### src/rtl/cellmon_pkg.sv
package cellmon_pkg;
    localparam int NCELL  = 12;
    localparam int CODE_W = 12;
    localparam int CH_W   = $clog2(NCELL);

    typedef logic [CODE_W-1:0] code_t;
    typedef logic [NCELL-1:0]  cellvec_t;
    typedef logic [CH_W-1:0]   ch_t;

    typedef struct packed {
        logic found;
        ch_t  idx;
    } pick_t;

    typedef struct packed {
        logic running;
        logic explicit;
        ch_t  ch;
    } seq_t;

    // lowest active cell with index >= from
    function automatic pick_t pick_from(cellvec_t act, int from);
        pick_t p;
        p = '0;
        for (int i = NCELL - 1; i >= 0; i--) begin
            if (act[i] && i >= from) begin
                p.found = 1'b1;
                p.idx   = CH_W'(i);
            end
        end
        return p;
    endfunction

    function automatic cellvec_t active_set(cellvec_t mask, logic ten_only);
        cellvec_t v;
        v = ~mask;
        if (ten_only) begin
            v[NCELL-1] = 1'b0;
            v[NCELL-2] = 1'b0;
        end
        return v;
    endfunction
endpackage

### src/rtl/cellmon_timer.sv
module cellmon_timer #(
    parameter int BASE_PERIOD = 64,
    parameter int SKIP_WIN    = 4,
    parameter int TOG_HALF    = 8
) (
    input  logic       clk,
    input  logic       rst,
    input  logic [2:0] mode_i,
    output logic       trig_o,
    output logic       win_o,
    output logic       tog_o
);
    localparam int MAX_PER = BASE_PERIOD * 32;
    localparam int CNT_W   = $clog2(MAX_PER + 1);
    localparam int TOG_W   = $clog2(TOG_HALF + 1);

    logic [CNT_W-1:0] cnt, per;
    logic [2:0]       mode_q;
    logic             periodic;
    logic [TOG_W-1:0] tcnt;

    always_comb begin
        periodic = (mode_i >= 3'd2);
        per      = periodic ? (CNT_W'(BASE_PERIOD) << (mode_i - 3'd2))
                            : CNT_W'(BASE_PERIOD);
    end

    assign trig_o = periodic && (mode_i == mode_q) && (cnt == per - 1'b1);
    assign win_o  = periodic &&
                    (({1'b0, cnt} + (CNT_W+1)'(SKIP_WIN)) >= {1'b0, per});

    always_ff @(posedge clk) begin
        if (rst) begin
            cnt    <= '0;
            mode_q <= '0;
        end else begin
            mode_q <= mode_i;
            if (!periodic || mode_i != mode_q || trig_o)
                cnt <= '0;
            else
                cnt <= cnt + 1'b1;
        end
    end

    always_ff @(posedge clk) begin
        if (rst) begin
            tcnt  <= '0;
            tog_o <= 1'b0;
        end else if (tcnt == TOG_W'(TOG_HALF - 1)) begin
            tcnt  <= '0;
            tog_o <= ~tog_o;
        end else begin
            tcnt <= tcnt + 1'b1;
        end
    end


    period_wrap_chk: assert property (@(posedge clk) disable iff (rst)
        trig_o |=> (cnt == '0));


    cnt_bound_chk: assert property (@(posedge clk) disable iff (rst)
        (periodic && mode_i == mode_q) |-> (cnt < per));
endmodule

### src/rtl/cellmon_seq.sv
module cellmon_seq
    import cellmon_pkg::*;
(
    input  logic       clk,
    input  logic       rst,
    input  logic [2:0] mode_i,
    input  cellvec_t   act_i,
    input  logic       start_i,
    input  logic       trig_i,
    input  logic       win_i,
    input  logic       conv_done_i,
    output logic       running_o,
    output logic       explicit_o,
    output ch_t        ch_o,
    output logic       acc_o
);
    seq_t  st;
    pick_t first_p, next_p;
    logic  awake, start_ok;

    always_comb begin
        awake    = (mode_i != 3'd0);
        start_ok = start_i && awake && !win_i && !st.running;
        first_p  = pick_from(act_i, 0);
        next_p   = pick_from(act_i, int'(st.ch) + 1);
        acc_o    = st.running && conv_done_i && awake;
    end

    always_ff @(posedge clk) begin
        if (rst || !awake) begin
            st <= '0;
        end else if (!st.running) begin
            if ((start_ok || trig_i) && first_p.found)
                st <= '{running: 1'b1, explicit: start_ok, ch: first_p.idx};
        end else if (acc_o) begin
            if (next_p.found)
                st.ch <= next_p.idx;
            else
                st <= '0;
        end
    end

    assign running_o  = st.running;
    assign explicit_o = st.explicit;
    assign ch_o       = st.ch;


    standby_abort_chk: assert property (@(posedge clk) disable iff (rst)
        !awake |=> !st.running);


    ch_hold_chk: assert property (@(posedge clk) disable iff (rst)
        (st.running && !conv_done_i && awake) |=> (st.running && $stable(st.ch)));


    busy_from_start_chk: assert property (@(posedge clk) disable iff (rst)
        $rose(st.explicit) |-> $past(start_i));
endmodule

### src/rtl/cellmon_store.sv
module cellmon_store
    import cellmon_pkg::*;
(
    input  logic                    clk,
    input  logic                    rst,
    input  logic                    clear_i,
    input  logic                    acc_i,
    input  ch_t                     ch_i,
    input  code_t                   code_i,
    input  code_t                   uv_thr_i,
    input  code_t                   ov_thr_i,
    input  cellvec_t                act_i,
    output logic [NCELL*CODE_W-1:0] results_o,
    output cellvec_t                uv_o,
    output cellvec_t                ov_o
);
    code_t    res [NCELL];
    cellvec_t uv_q, ov_q;

    always_ff @(posedge clk) begin
        if (rst || clear_i) begin
            for (int i = 0; i < NCELL; i++) res[i] <= '1;
        end else if (acc_i) begin
            res[ch_i] <= code_i;
        end
    end

    always_ff @(posedge clk) begin
        if (rst) begin
            uv_q <= '0;
            ov_q <= '0;
        end else if (acc_i) begin
            uv_q[ch_i] <= (code_i < uv_thr_i);
            ov_q[ch_i] <= (code_i > ov_thr_i);
        end
    end

    for (genvar g = 0; g < NCELL; g++) begin : g_pack
        assign results_o[g*CODE_W +: CODE_W] = res[g];
    end

    assign uv_o = uv_q & act_i;
    assign ov_o = ov_q & act_i;


    clear_all_chk: assert property (@(posedge clk) disable iff (rst)
        clear_i |=> (&results_o));


    uv_set_chk: assert property (@(posedge clk) disable iff (rst)
        (acc_i && code_i < uv_thr_i) |=> uv_q[$past(ch_i)]);


    ov_set_chk: assert property (@(posedge clk) disable iff (rst)
        (acc_i && code_i > ov_thr_i) |=> ov_q[$past(ch_i)]);
endmodule

### src/rtl/cellmon_ctrl.sv
module cellmon_ctrl
    import cellmon_pkg::*;
#(
    parameter int BASE_PERIOD = 64,
    parameter int SKIP_WIN    = 4,
    parameter int TOG_HALF    = 8
) (
    input  logic                    clk,
    input  logic                    rst,
    input  logic [2:0]              mode_i,
    input  logic                    toggle_sel_i,
    input  logic                    cell10_i,
    input  logic [NCELL-1:0]        mask_i,
    input  logic [CODE_W-1:0]       uv_thr_i,
    input  logic [CODE_W-1:0]       ov_thr_i,
    input  logic                    start_i,
    input  logic                    clear_i,
    input  logic                    conv_done_i,
    input  logic [CODE_W-1:0]       conv_code_i,
    output logic                    conv_req_o,
    output logic [CH_W-1:0]         conv_ch_o,
    output logic [NCELL*CODE_W-1:0] results_o,
    output logic [NCELL-1:0]        uv_flag_o,
    output logic [NCELL-1:0]        ov_flag_o,
    output logic                    busy_o,
    output logic                    status_o
);
    cellvec_t act;
    logic     trig, win, tog, running, explicit, acc, ok;
    ch_t      ch;

    assign act = active_set(mask_i, cell10_i);

    cellmon_timer #(
        .BASE_PERIOD(BASE_PERIOD),
        .SKIP_WIN   (SKIP_WIN),
        .TOG_HALF   (TOG_HALF)
    ) u_timer (
        .clk   (clk),
        .rst   (rst),
        .mode_i(mode_i),
        .trig_o(trig),
        .win_o (win),
        .tog_o (tog)
    );

    cellmon_seq u_seq (
        .clk        (clk),
        .rst        (rst),
        .mode_i     (mode_i),
        .act_i      (act),
        .start_i    (start_i),
        .trig_i     (trig),
        .win_i      (win),
        .conv_done_i(conv_done_i),
        .running_o  (running),
        .explicit_o (explicit),
        .ch_o       (ch),
        .acc_o      (acc)
    );

    cellmon_store u_store (
        .clk      (clk),
        .rst      (rst),
        .clear_i  (clear_i),
        .acc_i    (acc),
        .ch_i     (ch),
        .code_i   (conv_code_i),
        .uv_thr_i (uv_thr_i),
        .ov_thr_i (ov_thr_i),
        .act_i    (act),
        .results_o(results_o),
        .uv_o     (uv_flag_o),
        .ov_o     (ov_flag_o)
    );

    assign conv_req_o = running;
    assign conv_ch_o  = ch;
    assign busy_o     = running && explicit;

    always_comb begin
        ok       = (mode_i != 3'd0) && !busy_o && !(|uv_flag_o) && !(|ov_flag_o);
        status_o = toggle_sel_i ? (ok && tog) : ok;
    end


    busy_req_chk: assert property (@(posedge clk) disable iff (rst)
        busy_o |-> conv_req_o);


    status_busy_chk: assert property (@(posedge clk) disable iff (rst)
        busy_o |-> !status_o);
endmodule

### config.mk
export PLATFORM = sky130hd
export DESIGN_NAME = cellmon_ctrl
export DESIGN_NICKNAME = d
export VERILOG_FILES = /design/src/rtl/cellmon_pkg.sv /design/src/rtl/cellmon_timer.sv /design/src/rtl/cellmon_seq.sv /design/src/rtl/cellmon_store.sv /design/src/rtl/cellmon_ctrl.sv
export SDC_FILE = /design/constraint.sdc
export NUM_CORES = 1
export LEC_CHECK = 0
export ABC_AREA = 1
export BUFFER_PORTS_ARGS = -buffer_cell sky130_fd_sc_hd__clkbuf_2
export CAP_MARGIN = 0
export CORE_MARGIN = 5
export CORE_UTILIZATION = 25
export DETAILED_ROUTE_END_ITERATION = 10
export PLACE_DENSITY = 0.51
export SETUP_SLACK_MARGIN = 0.4
export SLEW_MARGIN = 20
export SYNTH_ARGS = -nofsm -noshare
export SYNTH_HDL_FRONTEND = slang
export SYNTH_SLANG_ARGS = --single-unit
### constraint.sdc
create_clock -name clk -period 2.8 [get_ports clk]
set_clock_uncertainty 0.05 [all_clocks]
set_input_delay 0 -clock clk [delete_from_list [all_inputs] [get_ports clk]]
set_output_delay 0 -clock clk [all_outputs]
set_load 0.005 [all_outputs]
==> impl_metrics.py <==
metrics = {
    "floorplanning": {
        "start_util_pct": 25.1,
        "die_area_sq_um": 40400,
        "die_x_um": 201,
        "rows": 70,
        "io_pins": 233,
        "chipHeight_um": 201,
        "core_region_area_sq_um": 36300,
    },
    "worst_setup_path": {
        "path_cells": "ha_4, nand2_4, nor2_4, nand2_2, nor2_4, xor2_1, inv_1, ha_4, nand2_2, o21ai_2, a21oi_2, o21ai_2, nand2_4, nand2_4, nand2_4, o21ai_1, nor2_1",
        "crit_path_max_incr_delay_ps": 360,
        "critical_path.startpoint_type": "flop",
        "cp_common_cell": "nand2_4",
        "critical_path.top_delay_family": "simple AND/OR/NAND/NOR gates",
        "cp_slowest_cell": "dfxtp_4",
        "critical_path_required_ps": 3100,
        "arrival_ps": 2690,
        "critPathMaxFanout": 6,
        "cp.buffers_inverters": 1,
        "critical_path_class": "flop to flop",
        "cp-end-kind": "flop",
    },
    "route": {
        "drc": 0,
        "drt-pass1-iter-count": 6,
        "viasPerCell": 4.33,
        "drt_wl_total_um": 28700,
        "vias": 7280,
        "wl_per_cell_um": 17.0,
        "antenna_left": 0,
        "drtIter0Drc": 449,
    },
    "synthesis": {
        "synth_largest_area_cell": "edfxtp_1",
        "synth_area_per_cell_sq_um": 9.52,
        "ys_types": 43,
        "ys_seq_elements": 194,
        "synth_top_area_share_pct": 47.4,
        "synth_edf_count": 144,
        "synthTopCellsByCount": "nand2_1 (252), edfxtp_1 (144), inv_1 (131)",
        "ys_seq_area_share_pct": 58.3,
        "synth-async-reset-ratio_pct": 0,
        "synth.most_common_cell": "nand2_1",
        "syn_inst": 959,
        "ys_top_cells_by_area": "edfxtp_1 (47%), dfxtp_1 (11%), nand2_1 (10%), ha_1 (5.8%), inv_1 (5.4%)",
        "yosys_warnings": 0,
        "syn-cell-area_sq_um": 9130,
        "synthFlopType": "edfxtp_1",
        "syn_nets": 1059,
    },
    "cts": {
        "insertion_delay_ps": 450,
        "cts-buffers-inserted": 17,
        "cts_tree": "built",
        "ctsHtreeMaxLevel": 4,
        "clk_path_buf_depth": 2,
        "clkSinkCount": 194,
        "cts.root.buffer_cell": "clkbuf_16",
        "clkTransAtPathRegs_ps": 80,
    },
    "power_and_ir_drop": {
        "p_total_mw": 6.21,
        "power_density_nw_per_um2": 532,
        "p_leak_nw": 4.46,
        "ir_drop_mv": 0.450,
    },
    "sta": {
        "whs_ps": 48.7,
        "max_freq_mhz": 418,
        "maxSlewViolCount": 0,
        "setup_slack_ps": 409,
        "post-route-period-util_pct": 85.4,
        "rsz0062_at_grt": "yes",
        "period_needed_ps": 2390,
        "worst_pin_slew_ps": 811,
        "worst_slew_margin_rel_pct": 45.9,
        "tns_ps": 0,
        "hold_violations": 0,
        "finalSetupViolations": 0,
    },
    "outcome": {
        "status": "completed",
    },
    "global_route": {
        "grt_pass1_vias": 7201,
        "grt_pass1_wl_um": 43100,
        "grt_max_degree": 28,
        "antenna_found_initial": 0,
        "overflow": 0,
        "track_usage_pct": 13.9,
    },
    "layout": {
        "synthToLayoutAreaGrowth_pct": 27.8,
        "finalNetCount": 1302,
        "final_cell_area_sq_um": 11700,
        "antenna_cells": 0,
        "drive_above_1_share_pct": 29.6,
    },
    "hold_path": {
        "hp-class": "primary input to flop",
    },
    "place": {
        "dp_hpwl_um": 21600,
        "post_dp_cell_area_sq_um": 10800,
        "dpl_worst_slack_ps": 197,
        "portBuffers": 232,
        "place_congestion": 0.837,
    },
    "job": {
        "drv_cap": 0,
    },
}
## placed cells by master (no fill, tap or decap), types with 7 or more instances in the layout
master	n
nand2_1	245
clkbuf_2	232
edfxtp_1	144
inv_1	128
nor2_1	78
a21oi_1	45
dfxtp_1	42
ha_1	40
o21ai_0	34
nand3_1	26
buf_4	21
clkbuf_16	17
nand2_2	14
xor2_1	13
nand4_1	11
nor3_2	10
nor3_1	10
dlygate4sd3_1	9
inv_2	7
## through the flow
stage / util, % / cells
CTS: 31.9 / 1680
global placement: 29.7 / 1632
finish: 32.1 / 1682
global route: 32.1 / 1682
floorplan: - / 959
detailed placement: 29.7 / 1632
## worst paths after layout
path / to / cells past startpoint / slack [ps] / start
worst min-delay path: u_seq.ch_o[0]$_SDFFE_PP0P_ / 7 / 50 / mask_i[2]
worst max register to register: u_seq.ch_o[2]$_SDFFE_PP0P_ / 17 / 410 / u_timer.cnt[2]$_SDFF_PP0_
worst min register to register: u_timer.tcnt[0]$_SDFF_PP0_ / 1 / 400 / u_timer.tcnt[0]$_SDFF_PP0_
worst max-delay path: u_seq.ch_o[2]$_SDFFE_PP0P_ / 17 / 410 / u_timer.cnt[2]$_SDFF_PP0_
## report_power, final
part / leakage [nW] / internal (mW) / switching (mW)
Clock: 0.283 / 1.27 / 1.23
Sequential: 1.47 / 3.09 / 0.0265
Combinational: 2.70 / 0.186 / 0.403
## what timing repair did
action / 4_1_cts / 5_1_grt
gates resized for setup: 15 / 20
hold endpoints to repair: 18 / 0
setup endpoints to repair: 79 / 139
gates cloned: 0 / 0
pin swaps: 11 / 7
buffers inserted: 8 / 2
hold buffers: 9 / 0
## final cells by class
class / count / area (sq um)
Clock inverter: 14 / 161
Sequential cell: 194 / 5340
Multi-Input combinational cell: 589 / 3220
Fill cell: 3753 / 24700
Clock buffer: 17 / 425
Timing Repair Buffer: 262 / 1410
Inverter: 138 / 529
Tap cell: 468 / 586
## per-layer routing
| layer | track usage (%) | share of wire, % |
|---|---|---|
| met1 | 18.9 | 46 |
| met3 | 3.09 | 6.7 |
| met5 | 0 | 0 |
| met4 | 3.83 | 1.5 |
| met2 | 22.5 | 46 |
## kinds of logic after synthesis
| kind of cell | count (synthesis) | synth area share, % |
|---|---|---|
| xor gates and xnor gates | 18 | 1.73 |
| and+or+nand+nor | 421 | 20.1 |
| AOI/OAI and AO/OA | 108 | 6.50 |
| DFF | 194 | 58.3 |
| adders and majority gates | 42 | 5.76 |
| buffers and inverters | 176 | 7.58 |
## worst reg2reg max path: stages, from the launching register on
cell and delay (ps):
dfxtp_4 360, ha_4 140, nand2_4 50, nor2_4 110
nand2_2 70, nor2_4 110, xor2_1 150, inv_1 80
ha_4 280, nand2_2 60, o21ai_2 130, a21oi_2 80
o21ai_2 180, nand2_4 90, nand2_4 120, nand2_4 60
o21ai_1 120, nor2_1 60
## registers in the layout (all words and copies together), names as in the netlist
register	count
u_seq.running_o	1
u_seq.ch_o	4
u_timer.tog_o	1
u_timer.tcnt	4
u_store.res	144
u_store.ov_q	12
u_store.uv_q	12
u_seq.explicit_o	1
u_timer.mode_q	3
u_timer.cnt	12
(Power assumes the default switching activity.)
